### src/rtl/cfgr_pkg.sv
package cfgr_pkg;

    localparam int DATA_W = 32;
    localparam int BE_W   = DATA_W / 8;
    localparam int ADDR_W = 16;
    localparam int OFF_W  = 12;
    localparam int BUS_W  = 8;
    localparam int DEV_W  = 5;
    localparam int FN_W   = 3;

    localparam logic [3:0]        LOCAL_PAGE   = 4'h0;
    localparam logic [3:0]        WINDOW_PAGE  = 4'h8;
    localparam logic [ADDR_W-1:0] INDEX_ADDR   = 16'h9000;
    localparam logic [23:0]       BRIDGE_CLASS = 24'h060400;

    typedef struct packed {
        logic [BUS_W-1:0] bus;
        logic [DEV_W-1:0] dev;
        logic [FN_W-1:0]  fn;
    } tgt_t;

    typedef enum logic [1:0] {
        RT_LOCAL  = 2'd0,
        RT_INDEX  = 2'd1,
        RT_DOWN   = 2'd2,
        RT_REJECT = 2'd3
    } route_e;

    function automatic tgt_t unpack_index(input logic [DATA_W-1:0] w);
        tgt_t t;
        t.bus = w[27:20];
        t.dev = w[19:15];
        t.fn  = w[14:12];
        return t;
    endfunction

    function automatic logic [DATA_W-1:0] pack_index(input tgt_t t);
        return {4'h0, t.bus, t.dev, t.fn, 12'h000};
    endfunction

    // buses 0 and 1 only carry device 0
    function automatic logic tgt_allowed(input tgt_t t);
        return !((t.bus < BUS_W'(2)) && (t.dev != '0));
    endfunction

endpackage

### src/rtl/cfgr_decode.sv
module cfgr_decode
    import cfgr_pkg::*;
(
    input  logic [ADDR_W-1:0] addr,
    input  tgt_t              tgt,
    output route_e            route
);
    always_comb begin
        if (addr[ADDR_W-1:OFF_W] == LOCAL_PAGE) begin
            route = RT_LOCAL;
        end else if (addr[ADDR_W-1:OFF_W] == WINDOW_PAGE) begin
            if (!tgt_allowed(tgt))
                route = RT_REJECT;
            else if (tgt.bus == '0)
                route = RT_LOCAL;
            else
                route = RT_DOWN;
        end else if (addr[ADDR_W-1:2] == INDEX_ADDR[ADDR_W-1:2]) begin
            route = RT_INDEX;
        end else begin
            route = RT_REJECT;
        end
    end
endmodule

### src/rtl/cfgr_index_reg.sv
module cfgr_index_reg
    import cfgr_pkg::*;
(
    input  logic clk,
    input  logic rst,
    input  logic wr_en,
    input  tgt_t wr_tgt,
    output tgt_t tgt
);
    always_ff @(posedge clk) begin
        if (rst)
            tgt <= '0;
        else if (wr_en)
            tgt <= wr_tgt;
    end

    assert_index_hold_R4: assert property (@(posedge clk) disable iff (rst)
        !wr_en |=> $stable(tgt));
endmodule

### src/rtl/cfgr_local_regs.sv
module cfgr_local_regs
    import cfgr_pkg::*;
#(
    parameter int          DEPTH       = 16,
    parameter int          CLASS_WORD  = 2,
    parameter logic [23:0] RESET_CLASS = 24'h000000
) (
    input  logic              clk,
    input  logic              rst,
    input  logic              wr_en,
    input  logic [OFF_W-3:0]  word_off,
    input  logic [BE_W-1:0]   be,
    input  logic [DATA_W-1:0] wdata,
    output logic [DATA_W-1:0] rdata,
    output logic [23:0]       class_code
);
    localparam int IDX_W = (DEPTH > 1) ? $clog2(DEPTH) : 1;

    logic [DATA_W-1:0] regs [DEPTH];
    logic [IDX_W-1:0]  widx;
    logic              in_range;

    assign in_range = (32'(word_off) < DEPTH);
    assign widx     = word_off[IDX_W-1:0];

    always_ff @(posedge clk) begin
        if (rst) begin
            for (int w = 0; w < DEPTH; w++)
                regs[w] <= (w == CLASS_WORD) ? {RESET_CLASS, 8'h00} : '0;
        end else if (wr_en && in_range) begin
            for (int b = 0; b < BE_W; b++)
                if (be[b])
                    regs[widx][8*b +: 8] <= wdata[8*b +: 8];
        end
    end

    assign rdata      = in_range ? regs[widx] : '0;
    assign class_code = regs[CLASS_WORD][DATA_W-1:8];

    assert_range_drop_R2: assert property (@(posedge clk) disable iff (rst)
        (wr_en && !in_range) |=> $stable(class_code));
endmodule

### src/rtl/cfg_access_router.sv
module cfg_access_router
    import cfgr_pkg::*;
#(
    parameter int          LOCAL_DEPTH = 16,
    parameter logic [23:0] RESET_CLASS = 24'h000000
) (
    input  logic        clk,
    input  logic        rst,
    input  logic        host_valid,
    input  logic        host_write,
    input  logic [15:0] host_addr,
    input  logic [3:0]  host_be,
    input  logic [31:0] host_wdata,
    output logic        host_ready,
    output logic        host_rvalid,
    output logic [31:0] host_rdata,
    output logic        host_err,
    output logic        dn_valid,
    output logic        dn_write,
    output logic [7:0]  dn_bus,
    output logic [4:0]  dn_dev,
    output logic [2:0]  dn_fn,
    output logic [11:0] dn_off,
    output logic [3:0]  dn_be,
    output logic [31:0] dn_wdata,
    input  logic        dn_rsp_valid,
    input  logic [31:0] dn_rsp_data,
    output logic        bridge_mode
);
    localparam int CLASS_WORD = 2;

    tgt_t              cur_tgt;
    route_e            route;
    logic              accept;
    logic              pending;
    logic              pend_write;
    logic [DATA_W-1:0] local_rdata;
    logic [23:0]       class_code;
    logic              unused_lsb;

    assign unused_lsb = ^host_addr[1:0];
    assign accept     = host_valid && !pending;
    assign host_ready = !pending;

    cfgr_decode u_decode (
        .addr  (host_addr),
        .tgt   (cur_tgt),
        .route (route)
    );

    cfgr_index_reg u_index (
        .clk    (clk),
        .rst    (rst),
        .wr_en  (accept && host_write && (route == RT_INDEX)),
        .wr_tgt (unpack_index(host_wdata)),
        .tgt    (cur_tgt)
    );

    cfgr_local_regs #(
        .DEPTH       (LOCAL_DEPTH),
        .CLASS_WORD  (CLASS_WORD),
        .RESET_CLASS (RESET_CLASS)
    ) u_local (
        .clk        (clk),
        .rst        (rst),
        .wr_en      (accept && host_write && (route == RT_LOCAL)),
        .word_off   (host_addr[OFF_W-1:2]),
        .be         (host_be),
        .wdata      (host_wdata),
        .rdata      (local_rdata),
        .class_code (class_code)
    );

    assign bridge_mode = (class_code == BRIDGE_CLASS);

    always_ff @(posedge clk) begin
        if (rst) begin
            pending     <= 1'b0;
            pend_write  <= 1'b0;
            host_rvalid <= 1'b0;
            host_rdata  <= '0;
            host_err    <= 1'b0;
            dn_valid    <= 1'b0;
            dn_write    <= 1'b0;
            dn_bus      <= '0;
            dn_dev      <= '0;
            dn_fn       <= '0;
            dn_off      <= '0;
            dn_be       <= '0;
            dn_wdata    <= '0;
        end else begin
            host_rvalid <= 1'b0;
            host_err    <= 1'b0;
            dn_valid    <= 1'b0;
            if (accept) begin
                unique case (route)
                    RT_LOCAL: begin
                        host_rvalid <= 1'b1;
                        host_rdata  <= host_write ? '0 : local_rdata;
                    end
                    RT_INDEX: begin
                        host_rvalid <= 1'b1;
                        host_rdata  <= host_write ? '0 : pack_index(cur_tgt);
                    end
                    RT_DOWN: begin
                        dn_valid   <= 1'b1;
                        dn_write   <= host_write;
                        dn_bus     <= cur_tgt.bus;
                        dn_dev     <= cur_tgt.dev;
                        dn_fn      <= cur_tgt.fn;
                        dn_off     <= host_addr[OFF_W-1:0];
                        dn_be      <= host_be;
                        dn_wdata   <= host_wdata;
                        pending    <= 1'b1;
                        pend_write <= host_write;
                    end
                    default: begin
                        host_rvalid <= 1'b1;
                        host_err    <= 1'b1;
                        host_rdata  <= host_write ? '0 : '1;
                    end
                endcase
            end else if (pending && dn_rsp_valid) begin
                host_rvalid <= 1'b1;
                host_rdata  <= pend_write ? '0 : dn_rsp_data;
                pending     <= 1'b0;
            end
        end
    end

    assert_err_strobe_R8: assert property (@(posedge clk) disable iff (rst)
        host_err |-> host_rvalid);

    assert_dn_target_legal_R8: assert property (@(posedge clk) disable iff (rst)
        dn_valid |-> (dn_bus != 8'd0) && !((dn_bus == 8'd1) && (dn_dev != 5'd0)));

    assert_dn_single_R5: assert property (@(posedge clk) disable iff (rst)
        dn_valid |=> !dn_valid);

    assert_busy_after_issue_R6: assert property (@(posedge clk) disable iff (rst)
        dn_valid |-> (!host_ready && !host_rvalid));

    assert_ignore_while_busy_R12: assert property (@(posedge clk) disable iff (rst)
        (!host_ready && !dn_rsp_valid) |=> (!host_rvalid && !dn_valid));
endmodule

### config.mk
export PLATFORM = sky130hd
export DESIGN_NAME = cfg_access_router
export DESIGN_NICKNAME = d
export VERILOG_FILES = /design/src/rtl/cfgr_pkg.sv /design/src/rtl/cfgr_decode.sv /design/src/rtl/cfgr_index_reg.sv /design/src/rtl/cfgr_local_regs.sv /design/src/rtl/cfg_access_router.sv
export SDC_FILE = /design/constraint.sdc
export NUM_CORES = 1
export LEC_CHECK = 0
export BUFFER_PORTS_ARGS = -buffer_cell sky130_fd_sc_hd__buf_4
export CORE_MARGIN = 1
export CORE_UTILIZATION = 50
export CTS_CLUSTER_SIZE = 40
export DETAILED_ROUTE_END_ITERATION = 6
export PLACE_DENSITY_LB_ADDON = 0.3
export SYNTH_ARGS = -nofsm -noshare
export SYNTH_HDL_FRONTEND = slang
export SYNTH_HIERARCHICAL = 1
export SYNTH_SLANG_ARGS = --single-unit
### constraint.sdc
create_clock -name clk -period 2.8 [get_ports clk]
set_clock_uncertainty 0.1 [all_clocks]
set_input_delay 0.14 -clock clk [delete_from_list [all_inputs] [get_ports clk]]
set_output_delay 0.14 -clock clk [all_outputs]
set_load 0.005 [all_outputs]
==> flow_metrics.tcl, run 1 <==
set metrics [dict create \
    timing.rr.start "u_index/tgt[13]" \
    max-cap-violations 0 \
    dp_hpwl_um 52200 \
    dp_slack_ns -0.4060 \
    nets 2583 \
    mostFrequentLayoutCells "edfxtp_1, and2_1, buf_4" \
    die_area_sq_um 59920 \
    finalWirelength_um 78330 \
    violations "negative hold slack, negative setup slack" \
    via_per_inst 5.793 \
    worstMarginPinSlew_ns 1.246 \
    cp.required_ns 3.01 \
    die-width_um 244.8 \
    clk_latency_ns 0.60 \
    clk_path_buf_depth 3 \
    synthToLayoutAreaGrowth_pct 21.42 \
    hold_viol 4 \
    syn_area_sq_um 29470 \
    grt_pass1_vias 19200 \
    min_period_over_period_pct 110.6 \
    power_density_nw_per_um2 587.5 \
    yosys.cell_types.count 48 \
    startpoint_type "flop" \
    place_congestion 0.9416 \
    final_util_pct 61.79 \
    synth_top_cell_by_area "edfxtp_1" \
    wl_per_cell_um 23.65 \
    grt_pass1_wl_um 117900 \
    power.leakage_uw 0.01350 \
    crit_arrival_ns 3.31 \
    postLayoutSetupSlackWorst_ns -0.2966 \
    placed_cell_area_sq_um 32430 \
    ys_warn_count 6 \
    syn-num-nets 2255 \
    final-setup-viol-count 986 \
    clockRootBuffer "clkbuf_16" \
    synth-seq-area-share_pct 60.11 \
    antenna_found_initial 1 \
    crit_start "u_index/tgt[13]" \
    ff2ff_path_depth 12 \
    drv_slew 0 \
    min_from "rst" \
    vias 19190 \
    portBuffers 190 \
    avgSynthCellArea_sq_um 13.61 \
    die_h_um 244.8 \
    firstDrtPassIters 5 \
    initial_core_util_pct 50.89 \
    coreArea_sq_um 57920 \
    rows 88 \
    postSynthCellCount 2166 \
    crit_chain "or4_4 -> nor4_4 -> a41oi_2 -> nand2b_4 -> nor3_2 -> nor2b_4 -> nand4_1 -> buf_6 -> buf_12 -> buf_8 -> nor2_4 -> or2_4" \
    grt_max_degree 182 \
    status "finished, violations left" \
    ant_nets 0 \
    ys_ff_latch 629 \
    numCtsBuffers 66 \
    period_needed_ns 3.097 \
    holdWs_ns -0.04125 \
    reg2reg_to "u_local/regs[8][1]" \
    cts_sinks 629 \
    drc 0 \
    stdcell_area_sq_um 35780 \
    synth_top_cell_area_share_pct 52.17 \
    final_common_cell "edfxtp_1" \
    fmax_mhz 322.9 \
    cp-end-kind "flop" \
    htreeDepth 3 \
    rsz0062_at_grt "yes" \
    hold_path.class "primary input to flop" \
    drive_gt1_share_pct 29.99 \
    cp_slowest_stage_delay_ns 0.54 \
    drt_iter0_drc 1767 \
    grt_util_all_layers_pct 26.26 \
    cp_max_fo 8 \
    ir_worst_vdd_v 0.0004312 \
    grt_overflow 0 \
    cts_tree "done" \
    slowest_stage "or4_4" \
    num_io_pins 191 \
    rrSetupSlack_ns -0.30 \
    clk_pin_slew_worst_paths_ns 0.06 \
    path_class "flop to flop" \
    p_total_uw 21020 \
    synth_area_leaders "edfxtp_1, and2_1, mux4_2, dfxtp_1, a211oi_1" \
    slew_headroom_pct 16.95 \
    cp-endpoint "u_local/regs[8][1]" \
]
[registers in the layout, indices dropped and copies added (netlist names), 3 cells and up]
signal / flops
host_rdata: 32
dn_bus: 8
u_index/tgt: 16
dn_fn: 3
u_local/regs: 512
dn_off: 12
dn_be: 4
dn_dev: 5
dn_wdata: 32
[cells in the mapped netlist, drive strengths merged]
master   number
dfxtp       117
nand2       143
clkbuf       81
or2b          1
o41ai         1
nor4          7
nand4         7
o21ai        33
nor2b        53
mux4        128
and2b         2
nor4b         3
nand2b        3
nor2         87
or2          64
a311oi       32
nor4bb        1
edfxtp      512
a211oi       96
buf         100
or4b          1
mux2         16
nand4bb       1
nand3        38
or4           1
inv           3
and4bb        1
mux2i        48
nor3b         2
a41oi         1
a21oi        66
and2        513
a21o          1
nor3          3
[routing by layer]
layer	GRT usage, %	share of wire (%)
met3	4.253	8.3
met4	10.31	3.4
met2	42.05	47
met1	35.96	41
met5	0	0
[power breakdown]
group	switching, uW	internal [uW]	leakage [uW]
logic	903	699	0.00596
registers	112	10300	0.00645
clock network	3610	5380	0.00109
[repair_timing]
item / in CTS / in global routing
endpoints found under the hold margin: 607 / 0
setup buffers: 4 / 3
hold buffers: 79 / 0
pin swaps: 6 / 2
resized for setup: 66 / 14
cloned: 1 / 0
endpoints found under the setup margin: 1035 / 1040
[area by class of cell]
cell class | instances | area (sq um)
multi-input combinational | 1353 | 11000
sequential | 629 | 17720
timing repair buffer | 441 | 3872
fill | 4215 | 22130
clock inverter | 34 | 340.3
clock buffer | 84 | 1877
inverter | 3 | 11.26
antenna | 3 | 7.507
tap | 765 | 957.2
[logic make-up (layout without fill, tap and decap cells)]
family | count (synthesis) | after routing | synth area share (%)
other cells | 0 | 3 | 0
buf+inv | 184 | 562 | 3.600
simple gates | 931 | 931 | 19.07
mux | 192 | 192 | 12.02
flops | 629 | 629 | 60.11
compound gates | 230 | 230 | 5.188
[stage by stage]
step	TNS, ns	hold slack [ns]	instances
6_report	-150.90	-0.04125	3312
5_1_grt	-231.55	0.09985	3309
4_1_cts	-120.96	0.06094	3306
3_5_place_dp	-265.74	0.3022	3104
3_3_place_gp	-244.29	0.2902	3104
2_1_floorplan	-90.58	0.1760	2166
[worst min path at each step]
stage | end | slack [ns] | cells past startpoint
after global routing | dn_off[2] | 0.1 | 5
final | dn_dev[0] | -0.04 | 3
after floorplan | dn_be[0] | 0.18 | 2
after global placement | dn_off[1] | 0.29 | 3
after CTS | dn_off[2] | 0.06 | 5
after detailed placement | dn_off[1] | 0.30 | 3
[worst max-delay path: cells and delay by family (launching register included)]
family / cells / cell delay (ns)
and+or+nand+nor: 8 / 1.79
buffers and inverters: 3 / 0.43
DFF: 1 / 0.32
AOI/OAI and AO/OA: 1 / 0.17
Note: power is estimated with default switching activity, not from simulation.
==> run 2: changes to the inputs <==
--- a/config.mk
+++ b/config.mk
@@ -11,6 +11,7 @@
 export CTS_CLUSTER_SIZE = 40
 export DETAILED_ROUTE_END_ITERATION = 6
 export PLACE_DENSITY_LB_ADDON = 0.3
+export RECOVER_POWER = 25
 export SYNTH_ARGS = -nofsm -noshare
 export SYNTH_HDL_FRONTEND = slang
 export SYNTH_HIERARCHICAL = 1
==> run 2 against run 1 <==
The flow finishes with violations (negative setup slack); design area is essentially flat; largest cell class unchanged; cell count did not move; fmax hardly changed.
==> flow_metrics.tcl, run 2 (synthesis results as in run 1) <==
set metrics [dict create \
    status "finished, violations left" \
    violations "negative setup slack" \
    drive_gt1_share_pct 29.76 \
    max-cap-violations 0 \
    clk_pin_slew_worst_paths_ns 0.06 \
    routed.top_layer "met4" \
    wl_met2_um 36660 \
    initial_core_util_pct 50.89 \
    reg2reg_to "u_local/regs[8][1]" \
    power_density_nw_per_um2 588.0 \
    grt_util_all_layers_pct 26.26 \
    place_congestion 0.9416 \
    regMostFlops "u_local/regs" \
    reg_top3 "u_local/regs: 512 flops, dn_wdata: 32 flops, host_rdata: 32 flops" \
    numCtsBuffers 66 \
    power_frac_comb_pct 7.6 \
    cp_max_fo 8 \
    pwr-share-seq_pct 49.6 \
    min_to "dn_dev[0]" \
    drt_iter0_drc 1747 \
    ir_worst_vdd_v 0.0004297 \
    holdWs_ns 0.02672 \
    coreArea_sq_um 57920 \
    timing.rr.start "u_index/tgt[13]" \
    clockRootBuffer "clkbuf_16" \
    crit_arrival_ns 3.31 \
    cp_slowest_stage_delay_ns 0.54 \
    hold_path.class "primary input to flop" \
    swShare_pct 22.03 \
    path_class "flop to flop" \
    num_io_pins 191 \
    htreeDepth 3 \
    finalSetupTns_ns -155.04 \
    slew_headroom_pct 31.93 \
    wl_per_cell_um 23.70 \
    die_h_um 244.8 \
    final-setup-viol-count 1001 \
    rsz0062_at_grt "yes" \
    grt_max_degree 182 \
    grt_pass1_wl_um 117900 \
    drc 0 \
    min_from "rst" \
    final_util_pct 61.75 \
    period_needed_ns 3.094 \
    clk_path_buf_depth 3 \
    slowest_stage "or4_4" \
    startpoint_type "flop" \
    intPower_uw 16400 \
    min_period_over_period_pct 110.5 \
    worstHoldPathCells 3 \
    p_sw_uw 4632 \
    rrSetupSlack_ns -0.29 \
    dr_wl_met3_um 6150 \
    cts_tree "done" \
    final_common_cell "edfxtp_1" \
    nFillCells 4223 \
    ff2ff_path_depth 12 \
    via_per_inst 5.767 \
    grt_pass1_vias 19200 \
    die-width_um 244.8 \
    grt_overflow 0 \
    finalWirelength_um 78480 \
    met1Wirelength_um 32890 \
    cp.required_ns 3.01 \
    firstDrtPassIters 7 \
    synthToLayoutAreaGrowth_pct 21.34 \
    drv_slew 0 \
    mostFrequentLayoutCells "edfxtp_1, and2_1, buf_4" \
    nets 2583 \
    place_inst 3104 \
    cts_sinks 629 \
    power.leakage_uw 0.01345 \
    dp_hpwl_um 52200 \
    fmax_mhz 323.2 \
    portBuffers 190 \
    rows 88 \
    worstMarginPinSlew_ns 1.021 \
    hold_viol 0 \
    clk_latency_ns 0.60 \
    clkPwrFrac_pct 42.8 \
    postLayoutSetupSlackWorst_ns -0.2940 \
    vias 19100 \
    ant_nets 0 \
    dp_slack_ns -0.4060 \
    largest_reg_flops 512 \
    stdcell_count 3312 \
    die_area_sq_um 59920 \
    antenna_found_initial 1 \
    crit_chain "or4_4 -> nor4_4 -> a41oi_2 -> nand2b_4 -> nor3_2 -> nor2b_4 -> nand4_1 -> buf_6 -> buf_12 -> buf_8 -> nor2_4 -> or2_4" \
    cp-end-kind "flop" \
]
[run 2: worst max-delay path, delay by kind of cell (launching register included)]
kind                   cells  cell delay (ns)
buffers and inverters      3             0.44
flip-flops                 1             0.32
AO/OA/AOI/OAI              1             0.17
AND/OR/NAND/NOR            8             1.78
[run 2: metal layers]
metal	global-route usage, %	vias to the layer above
met1	35.96	9544
met2	42.05	861
li1	-	8555
met3	4.253	141
met5	0	-
met4	10.31	0
[run 2: stage by stage]
stage / area, sq um / power [uW]
2_1_floorplan: 29620 / 11470
3_3_place_gp: 32430 / 12080
3_5_place_dp: 32430 / 12110
4_1_cts: 35710 / 21140
5_1_grt: 35750 / 21610
6_report: 35760 / 21030
[run 2: cell type report]
| type | count | area [sq um] | share of cell area [%] |
|---|---|---|---|
| Sequential cell | 629 | 17720 | 49.55 |
| Multi-Input combinational cell | 1353 | 11000 | 30.76 |
| Timing Repair Buffer | 441 | 3850 | 10.77 |
| Clock buffer | 84 | 1877 | 5.248 |
| Tap cell | 765 | 957.2 | 2.677 |
| Clock inverter | 34 | 340.3 | 0.9516 |
| Inverter | 3 | 11.26 | 0.03149 |
| Antenna cell | 3 | 7.507 | 0.02099 |
[run 2: worst max-delay path by stage]
| stage | start | end | slack [ns] | cells past startpoint |
|---|---|---|---|---|
| 2_1_floorplan | u_index/tgt[13] | u_local/regs[7][16] | -0.21 | 11 |
| 3_3_place_gp | u_index/tgt[4] | u_local/regs[6][14] | -0.37 | 12 |
| 3_5_place_dp | u_index/tgt[13] | u_local/regs[10][1] | -0.41 | 10 |
| 4_1_cts | u_index/tgt[13] | u_local/regs[6][3] | -0.25 | 12 |
| 5_1_grt | u_index/tgt[4] | u_local/regs[8][1] | -0.37 | 13 |
| 6_report | u_index/tgt[13] | u_local/regs[8][1] | -0.29 | 12 |
[run 2: timing repair]
| action | 4_1_cts | 5_1_grt |
|---|---|---|
| setup buffers | 4 | 3 |
| hold endpoints to repair | 607 | 0 |
| gates resized for setup | 66 | 14 |
| setup endpoints to repair | 1035 | 1040 |
| pin swaps | 6 | 2 |
| hold buffers | 79 | 0 |
| cloned | 1 | 0 |
[run 2: power groups by stage]
stage                     clock [uW]  combinational (uW)  sequential [uW]
after detailed placement           0                1490            10600
after global placement             0                1460            10600
after CTS                       9120                1590            10400
after floorplan                    0                 894            10600
after global routing            9470                1690            10400
final                           9000                1600            10400
